[config.mk]
export PLATFORM = sky130hd
export DESIGN_NAME = owire_slot_master
export DESIGN_NICKNAME = d
export VERILOG_FILES = /design/src/rtl/owm_pkg.sv /design/src/rtl/owm_us_tick.sv /design/src/rtl/owm_line_sync.sv /design/src/rtl/owm_slot_seq.sv /design/src/rtl/owire_slot_master.sv
export SDC_FILE = /design/constraint.sdc
export NUM_CORES = 1
export LEC_CHECK = 0
export ABC_AREA = 1
export ABC_CLOCK_PERIOD_IN_PS = 4500
export BUFFER_PORTS_ARGS = -buffer_cell sky130_fd_sc_hd__buf_2
export CAP_MARGIN = 20
export CORE_MARGIN = 2
export CORE_UTILIZATION = 50
export DETAILED_ROUTE_END_ITERATION = 8
export PLACE_DENSITY_LB_ADDON = 0.05
export SETUP_SLACK_MARGIN = 0.3
export SYNTH_ARGS = -nofsm -noshare
export SYNTH_HDL_FRONTEND = slang
export SYNTH_SLANG_ARGS = --single-unit
[constraint.sdc]
create_clock -name clk -period 4.5 [get_ports clk]
set_clock_uncertainty 0.15 [all_clocks]
set_input_delay 0.9 -clock clk [delete_from_list [all_inputs] [get_ports clk]]
set_output_delay 0.9 -clock clk [all_outputs]
set_load 0.02 [all_outputs]
[src/rtl/owm_pkg.sv]
package owm_pkg;

  typedef enum logic {
    KIND_TOUCH = 1'b0,
    KIND_RESET = 1'b1
  } owm_kind_e;

  typedef enum logic [1:0] {
    ST_IDLE = 2'd0,
    ST_LOW  = 2'd1,
    ST_SAMP = 2'd2,
    ST_TAIL = 2'd3
  } owm_state_e;

endpackage

[src/rtl/owm_us_tick.sv]
module owm_us_tick #(
  parameter int CLK_PER_US = 50
) (
  input  logic clk,
  input  logic rst_n,
  input  logic clr,
  output logic tick
);

  localparam int DIV_W = (CLK_PER_US > 1) ? $clog2(CLK_PER_US) : 1;
  localparam logic [DIV_W-1:0] DIV_LAST = DIV_W'(CLK_PER_US - 1);

  logic [DIV_W-1:0] div_q, div_d;

  assign tick = (div_q == DIV_LAST);

  always_comb begin
    if (clr || tick) div_d = '0;
    else             div_d = div_q + 1'b1;
  end

  always_ff @(posedge clk or negedge rst_n) begin
    if (!rst_n) div_q <= '0;
    else        div_q <= div_d;
  end

  // divider never runs past one microsecond
  a_r10_div_in_range: assert property (@(posedge clk) disable iff (!rst_n)
    div_q <= DIV_LAST);

endmodule

[src/rtl/owm_line_sync.sv]
module owm_line_sync #(
  parameter int STAGES = 2
) (
  input  logic clk,
  input  logic rst_n,
  input  logic line_raw,
  output logic line_s
);

  logic [STAGES-1:0] sr_q;

  generate
    for (genvar g = 0; g < STAGES; g++) begin : g_stage
      if (g == 0) begin : g_first
        always_ff @(posedge clk or negedge rst_n) begin
          if (!rst_n) sr_q[0] <= 1'b1;
          else        sr_q[0] <= line_raw;
        end
      end else begin : g_next
        always_ff @(posedge clk or negedge rst_n) begin
          if (!rst_n) sr_q[g] <= 1'b1;
          else        sr_q[g] <= sr_q[g-1];
        end
      end
    end
  endgenerate

  assign line_s = sr_q[STAGES-1];

  // the last stage only ever takes the previous stage's value
  a_r5_sync_chain: assert property (@(posedge clk) disable iff (!rst_n)
    (sr_q[STAGES-2] != line_s) |=> (line_s == $past(sr_q[STAGES-2])));

endmodule

[src/rtl/owm_slot_seq.sv]
module owm_slot_seq
  import owm_pkg::*;
#(
  parameter int T_W1_LOW   = 6,
  parameter int T_RD_SMP   = 9,
  parameter int T_RD_TAIL  = 55,
  parameter int T_W0_LOW   = 60,
  parameter int T_W0_REC   = 10,
  parameter int T_RST_LOW  = 480,
  parameter int T_RST_SMP  = 70,
  parameter int T_RST_TAIL = 410
) (
  input  logic clk,
  input  logic rst_n,
  input  logic tick,
  input  logic cmd_start,
  input  logic cmd_kind,
  input  logic cmd_bit,
  input  logic line_s,
  output logic tick_clr,
  output logic busy,
  output logic done,
  output logic bit_out,
  output logic presence_n,
  output logic line_pull
);

  localparam int M1 = (T_W1_LOW > T_W0_LOW) ? T_W1_LOW : T_W0_LOW;
  localparam int M2 = (M1 > T_RST_LOW) ? M1 : T_RST_LOW;
  localparam int M3 = (T_RD_SMP > T_RST_SMP) ? T_RD_SMP : T_RST_SMP;
  localparam int M4 = (T_RD_TAIL > T_W0_REC) ? T_RD_TAIL : T_W0_REC;
  localparam int M5 = (M4 > T_RST_TAIL) ? M4 : T_RST_TAIL;
  localparam int M6 = (M2 > M3) ? M2 : M3;
  localparam int T_MAX = (M6 > M5) ? M6 : M5;
  localparam int US_W = $clog2(T_MAX + 1);

  owm_state_e     state_q, state_d;
  logic [US_W-1:0] us_q, us_d;
  logic [US_W-1:0] low_len_q, low_len_d;
  logic [US_W-1:0] smp_len_q, smp_len_d;
  logic [US_W-1:0] tail_len_q, tail_len_d;
  logic            is_rst_q, is_rst_d;
  logic            do_smp_q, do_smp_d;
  logic            pull_q, pull_d;
  logic            done_q, done_d;
  logic            bit_q, bit_d;
  logic            pres_q, pres_d;
  logic [US_W-1:0] cur_len;
  logic            accept;
  logic            phase_end;

  assign accept   = cmd_start && (state_q == ST_IDLE);
  assign tick_clr = accept;

  always_comb begin
    case (state_q)
      ST_LOW:  cur_len = low_len_q;
      ST_SAMP: cur_len = smp_len_q;
      ST_TAIL: cur_len = tail_len_q;
      default: cur_len = '0;
    endcase
  end

  assign phase_end = tick && (us_q == cur_len - 1'b1);

  always_comb begin
    state_d    = state_q;
    us_d       = us_q;
    low_len_d  = low_len_q;
    smp_len_d  = smp_len_q;
    tail_len_d = tail_len_q;
    is_rst_d   = is_rst_q;
    do_smp_d   = do_smp_q;
    bit_d      = bit_q;
    pres_d     = pres_q;
    done_d     = 1'b0;
    case (state_q)
      ST_IDLE: begin
        if (accept) begin
          state_d = ST_LOW;
          us_d    = '0;
          if (owm_kind_e'(cmd_kind) == KIND_RESET) begin
            is_rst_d   = 1'b1;
            do_smp_d   = 1'b1;
            low_len_d  = US_W'(T_RST_LOW);
            smp_len_d  = US_W'(T_RST_SMP);
            tail_len_d = US_W'(T_RST_TAIL);
          end else begin
            is_rst_d   = 1'b0;
            do_smp_d   = cmd_bit;
            bit_d      = 1'b0;
            low_len_d  = cmd_bit ? US_W'(T_W1_LOW) : US_W'(T_W0_LOW);
            smp_len_d  = US_W'(T_RD_SMP);
            tail_len_d = cmd_bit ? US_W'(T_RD_TAIL) : US_W'(T_W0_REC);
          end
        end
      end
      ST_LOW: begin
        if (tick) begin
          if (phase_end) begin
            state_d = do_smp_q ? ST_SAMP : ST_TAIL;
            us_d    = '0;
          end else begin
            us_d = us_q + 1'b1;
          end
        end
      end
      ST_SAMP: begin
        if (tick) begin
          if (phase_end) begin
            state_d = ST_TAIL;
            us_d    = '0;
            if (is_rst_q) pres_d = line_s;
            else          bit_d  = line_s;
          end else begin
            us_d = us_q + 1'b1;
          end
        end
      end
      ST_TAIL: begin
        if (tick) begin
          if (phase_end) begin
            state_d = ST_IDLE;
            us_d    = '0;
            done_d  = 1'b1;
          end else begin
            us_d = us_q + 1'b1;
          end
        end
      end
      default: state_d = ST_IDLE;
    endcase
    pull_d = (state_d == ST_LOW);
  end

  always_ff @(posedge clk or negedge rst_n) begin
    if (!rst_n) begin
      state_q    <= ST_IDLE;
      us_q       <= '0;
      low_len_q  <= '0;
      smp_len_q  <= '0;
      tail_len_q <= '0;
      is_rst_q   <= 1'b0;
      do_smp_q   <= 1'b0;
      pull_q     <= 1'b0;
      done_q     <= 1'b0;
      bit_q      <= 1'b0;
      pres_q     <= 1'b1;
    end else begin
      state_q    <= state_d;
      us_q       <= us_d;
      low_len_q  <= low_len_d;
      smp_len_q  <= smp_len_d;
      tail_len_q <= tail_len_d;
      is_rst_q   <= is_rst_d;
      do_smp_q   <= do_smp_d;
      pull_q     <= pull_d;
      done_q     <= done_d;
      bit_q      <= bit_d;
      pres_q     <= pres_d;
    end
  end

  assign busy       = (state_q != ST_IDLE);
  assign done       = done_q;
  assign line_pull  = pull_q;
  assign bit_out    = bit_q;
  assign presence_n = pres_q;

  // done is a single-cycle pulse
  a_r6_done_pulse: assert property (@(posedge clk) disable iff (!rst_n)
    done |=> !done);
  // done closes the busy window
  a_r6_done_ends_busy: assert property (@(posedge clk) disable iff (!rst_n)
    done |-> (!busy && $past(busy)));
  // the line is only pulled inside a slot
  a_r6_pull_in_busy: assert property (@(posedge clk) disable iff (!rst_n)
    line_pull |-> busy);
  // every slot opens with the line pulled low
  a_r1_pull_at_accept: assert property (@(posedge clk) disable iff (!rst_n)
    $rose(busy) |-> line_pull);
  // command kind held for the whole slot
  a_r7_kind_held: assert property (@(posedge clk) disable iff (!rst_n)
    (busy && $past(busy)) |-> $stable(is_rst_q));
  // presence flag only moves inside a slot
  a_r4_pres_hold: assert property (@(posedge clk) disable iff (!rst_n)
    (!busy && !cmd_start) |=> $stable(presence_n));

endmodule

[src/rtl/owire_slot_master.sv]
module owire_slot_master #(
  parameter int CLK_PER_US = 50,
  parameter int SYNC_STAGES = 2
) (
  input  logic clk,
  input  logic rst_n,
  input  logic cmd_start,
  input  logic cmd_kind,
  input  logic cmd_bit,
  output logic busy,
  output logic done,
  output logic bit_out,
  output logic presence_n,
  output logic line_pull,
  input  logic line_in
);

  logic tick;
  logic tick_clr;
  logic line_s;

  owm_us_tick #(.CLK_PER_US(CLK_PER_US)) u_tick (
    .clk   (clk),
    .rst_n (rst_n),
    .clr   (tick_clr),
    .tick  (tick)
  );

  owm_line_sync #(.STAGES(SYNC_STAGES)) u_sync (
    .clk      (clk),
    .rst_n    (rst_n),
    .line_raw (line_in),
    .line_s   (line_s)
  );

  owm_slot_seq u_seq (
    .clk        (clk),
    .rst_n      (rst_n),
    .tick       (tick),
    .cmd_start  (cmd_start),
    .cmd_kind   (cmd_kind),
    .cmd_bit    (cmd_bit),
    .line_s     (line_s),
    .tick_clr   (tick_clr),
    .busy       (busy),
    .done       (done),
    .bit_out    (bit_out),
    .presence_n (presence_n),
    .line_pull  (line_pull)
  );

endmodule

; Word-level counts from Yosys, hierarchy flattened
; Cells that the tools add are included.
; Widths: inputs -> output; s select.
[classes]
addsub = 3
n_eq_ne = 12
muxes = 31
n_reduce_logical = 11
[op_table]
columns = op, n
row1 = $mux 9, 5
row2 = $pmux 9 s3, 1
row3 = $mux 6, 3
row4 = $pmux 9 s2, 1
row5 = $mux 2, 7
row6 = $mux 1, 11
row7 = $add 9x1->9 const B, 1
row8 = $eq 9x9->1, 1
row9 = $sub 9x1->9 const B, 1
row10 = $pmux 2 s4, 1
row11 = $mux 7, 1
row12 = $add 6x1->6 const B, 1
row13 = $eq 6x6->1 const B, 1
row14 = $ne 2x1->1 const B, 3
row15 = $ne 2x2->1 const B, 3
row16 = $reduce_and 6->1, 1
row17 = $eq 2x1->1 const B, 2
row18 = $eq 2x2->1 const B, 2
row19 = $reduce_and 2->1, 2
row20 = $reduce_and 4->1, 1
row21 = $reduce_bool 2->1, 2
row22 = $reduce_or 3->1, 1
row23 = $logic_and 1x1->1, 2
row24 = $logic_not 2->1, 1
row25 = other kinds (2), 2
[word_totals]
reg_bits = 52
out_inout_bits = 5
wordCells = 71

; Logic depth before layout (Yosys ltp)
[depth]
ltp_word = 9
mapped_depth = 20
depth_no_buf = 19

; Cells and area by module
; Synthesis repeated with hierarchy kept, for this count alone.
[unflattened]
cells_unflattened = 257
area_unflattened_um2 = 2122.0
[by_module_without_submodules]
columns = mod, n_inst, cells_each, area_per_inst_um2
row1 = owm_slot_seq, 1, 223, 1760.4
row2 = owm_us_tick, 1, 32, 309.0
row3 = owm_line_sync, 1, 2, 52.6

; Worst setup path before layout
; OpenSTA, ideal clock, no wires.
[synth_path]
kind = reg-to-reg
start = register u_seq.state_q[0]
end = register u_seq.pull_q, in the netlist u_seq.line_pull
arrival_ns = 2.071
setup_slack_ns = 2.160
stages_incl_launch_ff = 20
path_buffers = 1
cell_sequence = dfrtp_1 -> buf_6 -> nand2_2 -> inv_1 -> nand2_1 -> nand3_1 -> inv_1 -> ha_1 -> xor2_1 -> nand2_1 -> nor2_1 -> nand2_1 -> nor2_1 -> nand2_1 -> nor2_1 -> nand2_2 -> nand2_1 -> nand2_1 -> nor2_1 -> nor2_1
[synth_via]
elab_chain_cells = 9
elab_cells_between_ends = 18
[synth_lines]
columns = element, line_no
row1 = start: declaration, owm_slot_seq.sv:37  ; owm_state_e state_q, state_d;
row2 = start signal: assignment, owm_slot_seq.sv:150  ; state_q <= state_d;
row3 = $eq 2x2->1 or $eq 2x1->1 (tied branches), "owm_slot_seq.sv:56, owm_slot_seq.sv:77"
row4 = $pmux 9 s3, owm_slot_seq.sv:56  ; case (state_q)
row5 = $sub 9x1->9, owm_slot_seq.sv:64  ; assign phase_end = tick && (us_q == cur_len - 1'b1);
row6 = $eq 9x9->1, owm_slot_seq.sv:64
row7 = $logic_and 1x1->1, owm_slot_seq.sv:64
row8 = "$mux 2, on equally long branches", "owm_slot_seq.sv:122, owm_slot_seq.sv:100, owm_slot_seq.sv:110"
row9 = "$mux 2, on equally long branches", "owm_slot_seq.sv:121, owm_slot_seq.sv:99, owm_slot_seq.sv:109"
row10 = $pmux 2 s4 (*), owm_slot_seq.sv:77  ; case (state_q)
row11 = $eq 2x1->1 (*), owm_slot_seq.sv:133  ; pull_d = (state_d == ST_LOW);
row12 = named net u_seq.pull_d, owm_slot_seq.sv:44  ; logic pull_q, pull_d;
row13 = end signal: assignment, owm_slot_seq.sv:157  ; pull_q <= pull_d;
row14 = end: declaration, owm_slot_seq.sv:44
; Mark *: on every way through the listed nets, which the timed path passes. The rest lies on a longest branch.
; A chain may end at the register's enable or synchronous reset.

; Worst setup path in the final report
[layout_path]
start = register u_seq.state_q[0]
end = register u_seq.us_q[0]
[layout_via]
elab_chain_cells = 8
elab_cells_between_ends = 16
[layout_lines]
columns = element, line_no
row1 = $eq 2x2->1 or $eq 2x1->1 (tied branches), "owm_slot_seq.sv:56, owm_slot_seq.sv:77"
row2 = $pmux 9 s3, owm_slot_seq.sv:56
row3 = $sub 9x1->9, owm_slot_seq.sv:64
row4 = $eq 9x9->1, owm_slot_seq.sv:64
row5 = $logic_and 1x1->1, owm_slot_seq.sv:64
row6 = $mux 9, "owm_slot_seq.sv:100, owm_slot_seq.sv:110, owm_slot_seq.sv:122"
row7 = $mux 9, owm_slot_seq.sv:109  ; if (tick) begin
row8 = $pmux 9 s2, owm_slot_seq.sv:77
row9 = end signal: assignment, owm_slot_seq.sv:151  ; us_q <= us_d;
row10 = end: declaration, owm_slot_seq.sv:38  ; logic [US_W-1:0] us_q, us_d;
; Several ways; a longest one is shown, not always the timed one. The select of a mux whose other input is x is not followed.

==> impl_metrics.py <==
metrics = {
    "outcome": {
        "status": "complete, no violations",
    },
    "synthesis": {
        "ys_seq_elements": 31,
        "yosysUniqueCellTypes": 25,
        "synthCells": 255,
        "syn_area_um2": 1860,
        "synth.area.top_cells": "dfrtp_1 38%, nand2_1 14%, inv_1 7.5%",
        "yosysMostFrequentCell": "nand2_1",
        "netlist_top_cells_count": "69 x nand2_1, 37 x inv_1, 31 x nor2_1",
        "synth_top_area_share_pct": 37.7,
        "seq_area_frac_synth_pct": 42.0,
        "ys_warn_count": 0,
        "synth-async-reset-ratio_pct": 100,
        "synth-edff-count": 0,
        "syn_nets": 265,
        "ys.flop_type": "dfrtp_1",
        "yosysTopAreaCell": "dfrtp_1",
        "syn_area_per_cell_um2": 7.29,
    },
    "timing": {
        "timing.slew.headroom_pct": 55.4,
        "finalSetupViolations": 0,
        "min_period_ps": 2820,
        "setup_tns_ps": 0,
        "finalHoldViolations": 0,
        "worstMarginPinSlew_ps": 669,
        "fin_crit_sh_pct": 62.6,
        "slew_violations": 0,
        "max_freq_mhz": 355,
        "rsz0062_at_grt": "no",
    },
    "layout": {
        "num_antenna_cells": 0,
        "final_nets": 280,
        "final_cell_area_um2": 2050,
        "area_growth_pct": 10.3,
        "final_cells": 319,
        "drive_above_1_share_pct": 12.2,
        "nFillCells": 331,
    },
    "drt": {
        "drcViolationCount": 0,
        "ant_nets": 0,
        "drt_wl_total_mm": 3.74,
        "route.met2.wl_mm": 1.74,
        "drt-initial-drc-count": 153,
        "num_vias": 1561,
        "wl_met3_um": 114,
        "routedWlPerCell_um": 11.7,
        "topRoutingLayerUsed": "met4",
        "vias_per_cell": 4.89,
        "drt_first_pass_iters": 4,
        "wl_met1_mm": 1.87,
    },
    "grt": {
        "gr-total-overflow": 0,
        "grt_pass1_vias": 1425,
        "antenna_found_initial": 0,
        "gr-usage-all-layers_pct": 20.5,
        "grt_first_pass_wirelength_mm": 6.54,
        "grt_max_degree": 32,
    },
    "clock_tree": {
        "cts_resized": 0,
        "cts_root_buf": "clkbuf_8",
        "cts_sinks": 31,
        "cts_setup_buffers": 0,
        "cts_buffer_depth": 2,
        "cts_buffers": 5,
        "ctsHoldBuffers": 0,
        "clk_latency_ps": 280,
        "clk_pin_slew_ps": 70,
        "htreeDepth": 2,
        "cts_tree": "built",
    },
    "power": {
        "total_power_uw": 534,
        "powerDensity_nw_per_um2": 260,
        "p_leak_uw": 0.00119,
        "vdd_ir_drop_max_mv": 0.204,
    },
    "min_path": {
        "holdCritPathClass": "register to register",
    },
    "die": {
        "initial_core_util_pct": 51.5,
        "die_y_um": 65.0,
        "dieArea_um2": 4220,
        "ios": 11,
        "rows": 22,
        "die_w_um": 65.0,
        "core_area_um2": 3610,
    },
    "worst_setup_path": {
        "required_ps": 4510,
        "cp-start-kind": "register",
        "crit_arrival_ps": 2820,
        "worstPathMaxFanout": 15,
        "critPathKind": "register to register",
        "critPathCaptureType": "register",
    },
    "job": {
        "maxCapViolCount": 0,
    },
    "placement": {
        "place_congestion": 0.897,
        "dp_cells": 311,
        "hpwlAfterDp_mm": 2.85,
        "dpl_cell_area_um2": 1950,
        "port_buffers": 10,
    },
}
==> state kept, by name (all words and copies together) (netlist names), 2 cells and up <==
signal / cells
u_seq.smp_len_q: 2
u_tick.div_q: 6
u_seq.low_len_q: 3
u_seq.state_q: 2
u_seq.tail_len_q: 2
u_seq.us_q: 9
==> worst paths after layout <==
path | slack [ps] | startpoint | cells past startpoint | end
min in group asynchronous | 500 | rst_n | 1 | u_tick.div_q[0]
min reg2reg | 210 | u_sync.sr_q[0] | 0 | u_sync.line_s
max in group asynchronous | 3270 | rst_n | 1 | u_seq.us_q[4]
max reg2reg | 1680 | u_seq.state_q[0] | 14 | u_seq.us_q[0]
min | 210 | u_sync.sr_q[0] | 0 | u_sync.line_s
max | 1680 | u_seq.state_q[0] | 14 | u_seq.us_q[0]
==> per-stage QoR <==
step | setup WS, ps | hold WS (ps) | utilization [%]
finish | 1680 | 206 | 56.8
global route | 1380 | 216 | 56.8
CTS | 1680 | 207 | 56.8
detailed placement | 1700 | 197 | 54.0
global placement | 1690 | 196 | 54.0
floorplan | 2160 | 195 | -
==> layer usage <==
layer,GRT usage [%],vias to the layer above
li1,-,837
met1,28.5,701
met2,31.2,21
met3,5.21,2
met4,7.18,0
met5,0,-
==> worst max-delay path, cell delays in order, from the launching register on <==
cell	delay [ps]
dfrtp_1	640
nand3_1	260
nand2_1	150
inv_1	70
ha_1	310
xor2_1	130
nand2_1	70
nor2_1	120
nand2_1	60
nor2_1	80
nand2_1	90
nor2_1	170
nand2_2	120
nand2_2	180
a21oi_1	90
==> cell type report <==
type	instances	area (µm²)	share of cell area [%]
Clock buffer	7	96.3	4.70
Clock inverter	1	7.51	0.366
Inverter	39	146	7.14
Multi-Input combinational cell	183	910	44.4
Sequential cell	31	779	38.0
Tap cell	48	60.1	2.93
Timing Repair Buffer	10	50.0	2.44
==> where the power goes <==
part / switching, µW / leakage [µW] / internal [µW]
sequential: 0.363 / 0.000350 / 280
clock: 106 / 0.0000505 / 139
combinational: 5.88 / 0.000788 / 1.59
==> cells by family after synthesis <==
family | count (synthesis) | share of synthesized area [%]
simple gates | 147 | 34.4
buf+inv | 41 | 9.09
flops | 31 | 42.0
compound gates | 20 | 6.20
xor+xnor | 12 | 5.66
fa+ha+maj | 4 | 2.69
==> placed cells by master (no fill, tap or decap), types with 2 or more instances in the layout <==
master | synthesis | final
nor3_1 | 4 | 4
dfrtp_1 | 28 | 28
o21ai_1 | 2 | 2
nand2_2 | 5 | 5
o22ai_1 | 7 | 7
ha_1 | 4 | 4
xnor2_1 | 2 | 2
nor2_1 | 31 | 31
a21oi_1 | 4 | 4
clkbuf_8 | 0 | 7
nand3_1 | 27 | 27
nand4_1 | 5 | 5
inv_1 | 37 | 37
xor2_1 | 10 | 10
buf_2 | 0 | 10
nor2_2 | 3 | 3
dfstp_2 | 3 | 3
o21ai_0 | 5 | 5
nand2_1 | 69 | 69
No activity file was read; power rests on OpenSTA's default activity.
